### config.mk
export PLATFORM = sky130hd
export DESIGN_NAME = secded_pair
export DESIGN_NICKNAME = d
export VERILOG_FILES = /design/src/rtl/secded_pkg.sv /design/src/rtl/secded_syndrome.sv /design/src/rtl/secded_encoder.sv /design/src/rtl/secded_decoder.sv /design/src/rtl/secded_pair.sv
export SDC_FILE = /design/constraint.sdc
export NUM_CORES = 1
export LEC_CHECK = 0
export ABC_AREA = 1
export BUFFER_PORTS_ARGS = -buffer_cell sky130_fd_sc_hd__buf_2
export CELL_PAD_IN_SITES_DETAIL_PLACEMENT = 0
export CELL_PAD_IN_SITES_GLOBAL_PLACEMENT = 2
export CORE_MARGIN = 3
export CORE_UTILIZATION = 20
export DETAILED_ROUTE_END_ITERATION = 10
export GPL_TIMING_DRIVEN = 0
export PLACE_DENSITY = 0.9
export SLEW_MARGIN = 20
export SYNTH_ARGS = -nofsm -noshare
export SYNTH_HDL_FRONTEND = slang
export SYNTH_SLANG_ARGS = --single-unit
### constraint.sdc
create_clock -name vclk -period 1.6
set_input_delay 0.16 -clock vclk [all_inputs]
set_output_delay 0.16 -clock vclk [all_outputs]
set_load 0.01 [all_outputs]
### src/rtl/secded_pkg.sv
package secded_pkg;

  // smallest check-bit count meeting the Hamming bound for k data bits
  function automatic int calc_m(input int k);
    int m;
    m = 1;
    while ((1 << m) < k + m + 1) m++;
    return m;
  endfunction

  function automatic bit is_pow2(input int p);
    return (p > 0) && ((p & (p - 1)) == 0);
  endfunction

  // Hamming position holding data bit j (non-power-of-two slots, ascending)
  function automatic int data_pos(input int j);
    int cnt;
    int res;
    bit found;
    cnt   = 0;
    res   = 0;
    found = 1'b0;
    for (int p = 1; p < 4096; p++) begin
      if (!found && !is_pow2(p)) begin
        if (cnt == j) begin
          res   = p;
          found = 1'b1;
        end
        cnt++;
      end
    end
    return res;
  endfunction

endpackage

### src/rtl/secded_syndrome.sv
module secded_syndrome #(
  parameter int N = 20,
  parameter int M = 5
) (
  input  logic [N:1]   pos_i,
  output logic [M-1:0] syn_o
);
  // bit i = XOR of every position whose index has bit i set
  always_comb begin
    for (int i = 0; i < M; i++) begin
      syn_o[i] = 1'b0;
      for (int p = 1; p <= N; p++) begin
        if (((p >> i) & 1) == 1) syn_o[i] = syn_o[i] ^ pos_i[p];
      end
    end
  end
endmodule

### src/rtl/secded_encoder.sv
module secded_encoder #(
  parameter int K = 15,
  parameter int M = 5,
  parameter int N = 20
) (
  input  logic [K-1:0] data_i,
  output logic [N:0]   code_o
);
  logic [N:1]   raw;
  logic [N:1]   full;
  logic [M-1:0] chk;

  for (genvar j = 0; j < K; j++) begin : g_data
    localparam int DP = secded_pkg::data_pos(j);
    assign raw[DP]  = data_i[j];
    assign full[DP] = data_i[j];
  end

  for (genvar i = 0; i < M; i++) begin : g_chk
    localparam int CP = 1 << i;
    assign raw[CP]  = 1'b0;
    assign full[CP] = chk[i];
  end

  secded_syndrome #(.N(N), .M(M)) u_syn (
    .pos_i (raw),
    .syn_o (chk)
  );

  assign code_o = {full, ^full};
endmodule

### src/rtl/secded_decoder.sv
module secded_decoder #(
  parameter int K = 15,
  parameter int M = 5,
  parameter int N = 20
) (
  input  logic [N:0]   code_i,
  input  logic         en_i,
  output logic [K-1:0] data_o,
  output logic         fixed_o,
  output logic         double_o
);
  logic [M-1:0] syn;
  logic         par_err;
  logic [N:1]   flip_mask;
  logic [N:1]   repaired;

  secded_syndrome #(.N(N), .M(M)) u_syn (
    .pos_i (code_i[N:1]),
    .syn_o (syn)
  );

  assign par_err = ^code_i;

  always_comb begin
    flip_mask = '0;
    if (en_i && par_err && (syn != '0) && (int'(syn) <= N))
      flip_mask[int'(syn)] = 1'b1;
  end

  assign repaired = code_i[N:1] ^ flip_mask;
  assign fixed_o  = en_i & par_err;
  assign double_o = en_i & ~par_err & (syn != '0);

  for (genvar j = 0; j < K; j++) begin : g_out
    localparam int DP = secded_pkg::data_pos(j);
    assign data_o[j] = repaired[DP];
  end
endmodule

### src/rtl/secded_pair.sv
module secded_pair #(
  parameter int K = 15,
  localparam int M = secded_pkg::calc_m(K),
  localparam int N = K + M
) (
  input  logic [K-1:0] enc_data_i,
  output logic [N:0]   enc_code_o,
  input  logic [N:0]   dec_code_i,
  input  logic         dec_en_i,
  output logic [K-1:0] dec_data_o,
  output logic         dec_fixed_o,
  output logic         dec_double_o
);
  secded_encoder #(.K(K), .M(M), .N(N)) u_enc (
    .data_i (enc_data_i),
    .code_o (enc_code_o)
  );

  secded_decoder #(.K(K), .M(M), .N(N)) u_dec (
    .code_i   (dec_code_i),
    .en_i     (dec_en_i),
    .data_o   (dec_data_o),
    .fixed_o  (dec_fixed_o),
    .double_o (dec_double_o)
  );
endmodule

### Yosys cells after proc, flatten, opt, wreduce, memory -nomap -nowiden

Index checks and enable logic that the tools add are counted.

| storage, ports and cells | value |
|---|---|
| flip-flop bits (word level) | 0 |
| bits of input ports | 37 |
| output and inout port bits | 38 |

| operators by class | value |
|---|---|
| order comparisons | 3 |
| mux-type cells | 3 |
| bitwise gates (word level) | 74 |
| reduce and logical (&&, ||, !) cells | 7 |

Operator list:

| operator | number |
|---|---|
| 1-bit bitwise XOR | 69 |
| 21-bit XOR reduction | 1 |
| 20-bit 2-to-1 mux | 1 |
| 20-bit XOR reduction | 1 |
| 20-bit bitwise XOR | 1 |
| 5-bit by 6-bit < comparator with 1-bit output, second input constant | 1 |
| 1-bit demux with 5-bit select | 1 |
| 5-bit by 1-bit >= comparator with 1-bit output, second input constant | 1 |
| 5-bit <= comparator, second input constant | 1 |
| 5-bit nonzero test | 1 |
| 1-bit logical AND | 4 |
| 1-bit AND | 3 |
| 1-bit 2-to-1 mux | 1 |
| 1-bit NOT | 1 |

### Depth between registers and ports, before layout

| logic depth | value |
|---|---|
| depth in word-level cells | 15 |
| gate-level depth with buffers | 18 |

### Cells and area by module

Synthesis repeated with hierarchy kept, for this count alone.

| second synthesis, totals | value |
|---|---|
| cell total of the unflattened synthesis | 527 |
| area, all modules | 2509.9 um^2 |

Modules (own cells, without submodules):

| module | instances | cells each | area an instance (um^2) | seq. area each (um^2) |
|---|---|---|---|---|
| secded_syndrome | 2 | 109 | 535.5 | 0.0 |
| secded_decoder | 1 | 208 | 943.4 | 0.0 |
| secded_encoder | 1 | 101 | 495.5 | 0.0 |

### Worst setup path before layout

Ideal clock, no wire load.

| path | value |
|---|---|
| kind | input to output |
| from | input port dec_code_i[11] |
| to | output port dec_data_o[6] |
| data arrival time | 1547 ps |
| data required time | 1440 ps |
| path slack | -107 ps |
| stages on the path | 18 |
| buffers on the path | 3 |
| cell sequence | buf_2 > inv_2 > nand2_1 > nand2_1 > nand2_1 > nand2_1 > nand2_1 > nand2_1 > nand2_1 > nand2_1 > inv_2 > nand2_2 > nor2_4 > nor2_4 > buf_6 > buf_6 > nand4_1 > nand2_1 |

| between the ends | value |
|---|---|
| cells in the longest elaborated chain, start to end | 11 |
| elaborated cells on any way between the ends | 28 |
| those cells by class | order compare: 3; mux: 3; bitwise: 16; reduce/logical: 6 |

Ends and longest elaborated chain:

| what | line | text |
|---|---|---|
| start, declared | secded_pair.sv:8 | `input logic [N:0] dec_code_i,` |
| 1-bit bitwise XOR (5 in a row) | secded_syndrome.sv:13 | `if (((p >> i) & 1) == 1) syn_o[i] = syn_o[i] ^ pos_i[p];` |
| 5-bit by 6-bit < comparator with 1-bit output (not written as such) / 5-bit by 1-bit >= comparator with 1-bit output (equally long branches) | secded_decoder.sv:27 | `flip_mask[int'(syn)] = 1'b1;` |
| 1-bit logical AND (not written as such) | secded_decoder.sv:27 |  |
| 1-bit 2-to-1 mux (not written as such) | secded_decoder.sv:27 |  |
| 1-bit demux with 5-bit select | -- |  |
| 20-bit 2-to-1 mux | secded_decoder.sv:26 | `if (en_i && par_err && (syn != '0) && (int'(syn) <= N))` |
| 20-bit bitwise XOR * | secded_decoder.sv:30 | `assign repaired = code_i[N:1] ^ flip_mask;` |
| end, declared | secded_pair.sv:10 | `output logic [K-1:0] dec_data_o,` |

Every way passes the cells marked *; elsewhere a longest branch is shown, timed or not.

### Final worst setup path

| path | value |
|---|---|
| from | input port dec_code_i[13] |
| to | output port dec_data_o[6] |

| between the ends | value |
|---|---|
| cells in the longest elaborated chain, start to end | 10 |
| elaborated cells on any way between the ends | 24 |
| those cells by class | order compare: 3; mux: 3; bitwise: 12; reduce/logical: 6 |

Ends and longest elaborated chain:

| what | line |
|---|---|
| 1-bit bitwise XOR (4 in a row) | secded_syndrome.sv:13 |
| 5-bit by 6-bit < comparator with 1-bit output (not written as such) / 5-bit by 1-bit >= comparator with 1-bit output (equally long branches) | secded_decoder.sv:27 |
| 1-bit logical AND (not written as such) | secded_decoder.sv:27 |
| 1-bit 2-to-1 mux (not written as such) | secded_decoder.sv:27 |
| 1-bit demux with 5-bit select | -- |
| 20-bit 2-to-1 mux * | secded_decoder.sv:26 |
| 20-bit bitwise XOR * | secded_decoder.sv:30 |

Marks and branches as above.

==> metrics <==
total track usage=13.0%; layout sequential cell count=0; GPL Wtd Cong=0.871; fmax=496 MHz; failing checks=setup timing; Layout Nets=478; total core area=0.00789 mm^2; PortBufs=73; vias in the first global route=2,278; top cell type's share of synthesized area=30.5%; Worst Tran Pin Value=308 ps; final-report max-slew violation count=0; TNS Setup=-5860 ps; status=finished, violations left; DR WL/cell=12.4 um; drt drc=0; Seq/Total Area, Yosys=0%; maximum VDD drop=0.000411 V; Final setup viols=17; Die Wd=96.8 um; Post-DRT Antenna Nets=0; post-detail-place hpwl=4.61 mm; Yosys warning total=0; Pre-antenna DRT Iters=4; RSZ-0062 raised after global routing=true; via count=2,389; crit-path most repeated cell=nand2_4; starting density of the core=20.9%; Area Overhead vs Synth=104%; max incr delay on CP=140 ps; layout cells sized above 1=63.8%; Required @ worst endpoint=1440 ps; # Max-Cap Violations=0; most common cell after layout, fill and taps aside=nand2_1; Ant. Diodes=0; PnR Total Power=1.91 mW; Synth Cell Area=0.00165 mm^2; distinct cell type count after synthesis=20; fillers=806; total gr overflow=0; top cells by area, synth=nand2_1 (30%), xnor2_1 (11%), xor2_1 (11%); Die Y=96.8 um; syn avg cell area=5.13 um^2; slowest cell on the critical path=buf_4; power per cell area=568 mW/mm^2; Row Count=32; slew margin rel.=79.4%; first-iteration detailed-routing DRC count=66; global-route wire length before repair=10.5 mm; final setup margin=-415 ps; Post-Route WL=6.71 mm; startpoint type of the worst setup path=input pin; path type of the worst setup path=input pin to primary output; CP max FO=5; most frequent cells in the layout=nand2_1 (75), buf_4 (56), buf_2 (52); final hold vios=0; Synth area leader=nand2_1; Seq. cell area=0 um^2; Leak=1.77 nW; crit path DAT=1850 ps; Top Family by Delay on Critical Path=buffers and inverters; initial antenna violation count=0; net count after synthesis=359; I/O pin count=75; CP cell instances=buf_12 > inv_6 > nand2_4 > nand2_4 > inv_4 > nand2_4 > nand2_4 > nand2_4 > nand2_4 > buf_4 > a21oi_2 > nand2_2 > buf_6 > buf_12 > buf_12 > nand3_2 > nand2_1 > nand2_1 > buf_2; die outline area=0.00938 mm^2; post-route minimum period=2010 ps; HP Class=input pin to primary output; Buf/Inv on CP=8; final period utilization=126%; DR vias/cell=4.42; Crit. End Element=primary output; clkbuf count=0; largest net degree at the start of global routing=11; Cells after Synth=322
## final timing paths
check	start	cells past startpoint	to
worst max-delay path	dec_code_i[13]	19	dec_data_o[6]
worst min-delay path	enc_data_i[7]	3	enc_code_o[12]
## power breakdown
part	leakage [nW]	internal [mW]	total, mW	switching (mW)
Clock	0	0	0	0
Combinational	1.77	0.901	1.91	1.01
Sequential	0	0	0	0
Total	1.77	0.901	1.91	1.01
## cells in the mapped netlist, types with 2 or more instances
| cell type | instances |
|---|---|
| inv_1 | 25 |
| nor2_1 | 16 |
| nand3_1 | 31 |
| nand2_2 | 9 |
| xor2_1 | 20 |
| buf_6 | 4 |
| nand2_4 | 2 |
| nand2_1 | 134 |
| buf_4 | 15 |
| nand4_1 | 15 |
| buf_2 | 4 |
| inv_2 | 17 |
| xnor2_1 | 21 |
| a21oi_1 | 2 |
| nor2_4 | 2 |
## metrics by stage
| step | instances | setup WS (ps) | util [%] | instance area [um^2] | hold slack, ps |
|---|---|---|---|---|---|
| global route | 541 | -532 | 42.7 | 3370 | 616 |
| detailed placement | 497 | -543 | 27.8 | 2190 | 606 |
| finish | 541 | -415 | 42.7 | 3370 | 606 |
| global placement | 497 | -521 | 27.8 | 2190 | 610 |
| CTS | 540 | -384 | 38.7 | 3050 | 604 |
| floorplan | 322 | -30.7 | - | 1700 | 412 |
## timing repair
action,in CTS,in global routing
gates resized for setup,135,73
hold buffers,0,0
gates cloned,3,0
pin swaps,48,47
setup buffers,40,5
endpoints found under the setup margin,18,19
## final cells by class
type | instances | area (um^2) | area share, %
multi-input combinational | 257 | 1880 | 55.7
timing repair buffer | 118 | 946 | 28.1
tap | 102 | 128 | 3.79
buffer | 22 | 204 | 6.05
inverter | 42 | 215 | 6.39
## layer usage
metal | global-route usage (%) | up-vias | wire length [um]
li1 | - | 1215 | -
met1 | 15.5 | 1085 | 2580
met2 | 25.0 | 83 | 3590
met3 | 1.95 | 6 | 461
met4 | 1.73 | 0 | 83
met5 | 0 | - | 0
## kinds of logic (layout without fill, tap and decap cells)
| family | count (synthesis) | in the layout | synth area share (%) |
|---|---|---|---|
| and+or+nand+nor | 213 | 213 | 57.0 |
| xor gates and xnor gates | 41 | 41 | 21.8 |
| AOI/OAI and AO/OA | 3 | 3 | 0.910 |
| buffers and inverters | 65 | 182 | 20.3 |
Power figures use the tool's default switching activity.
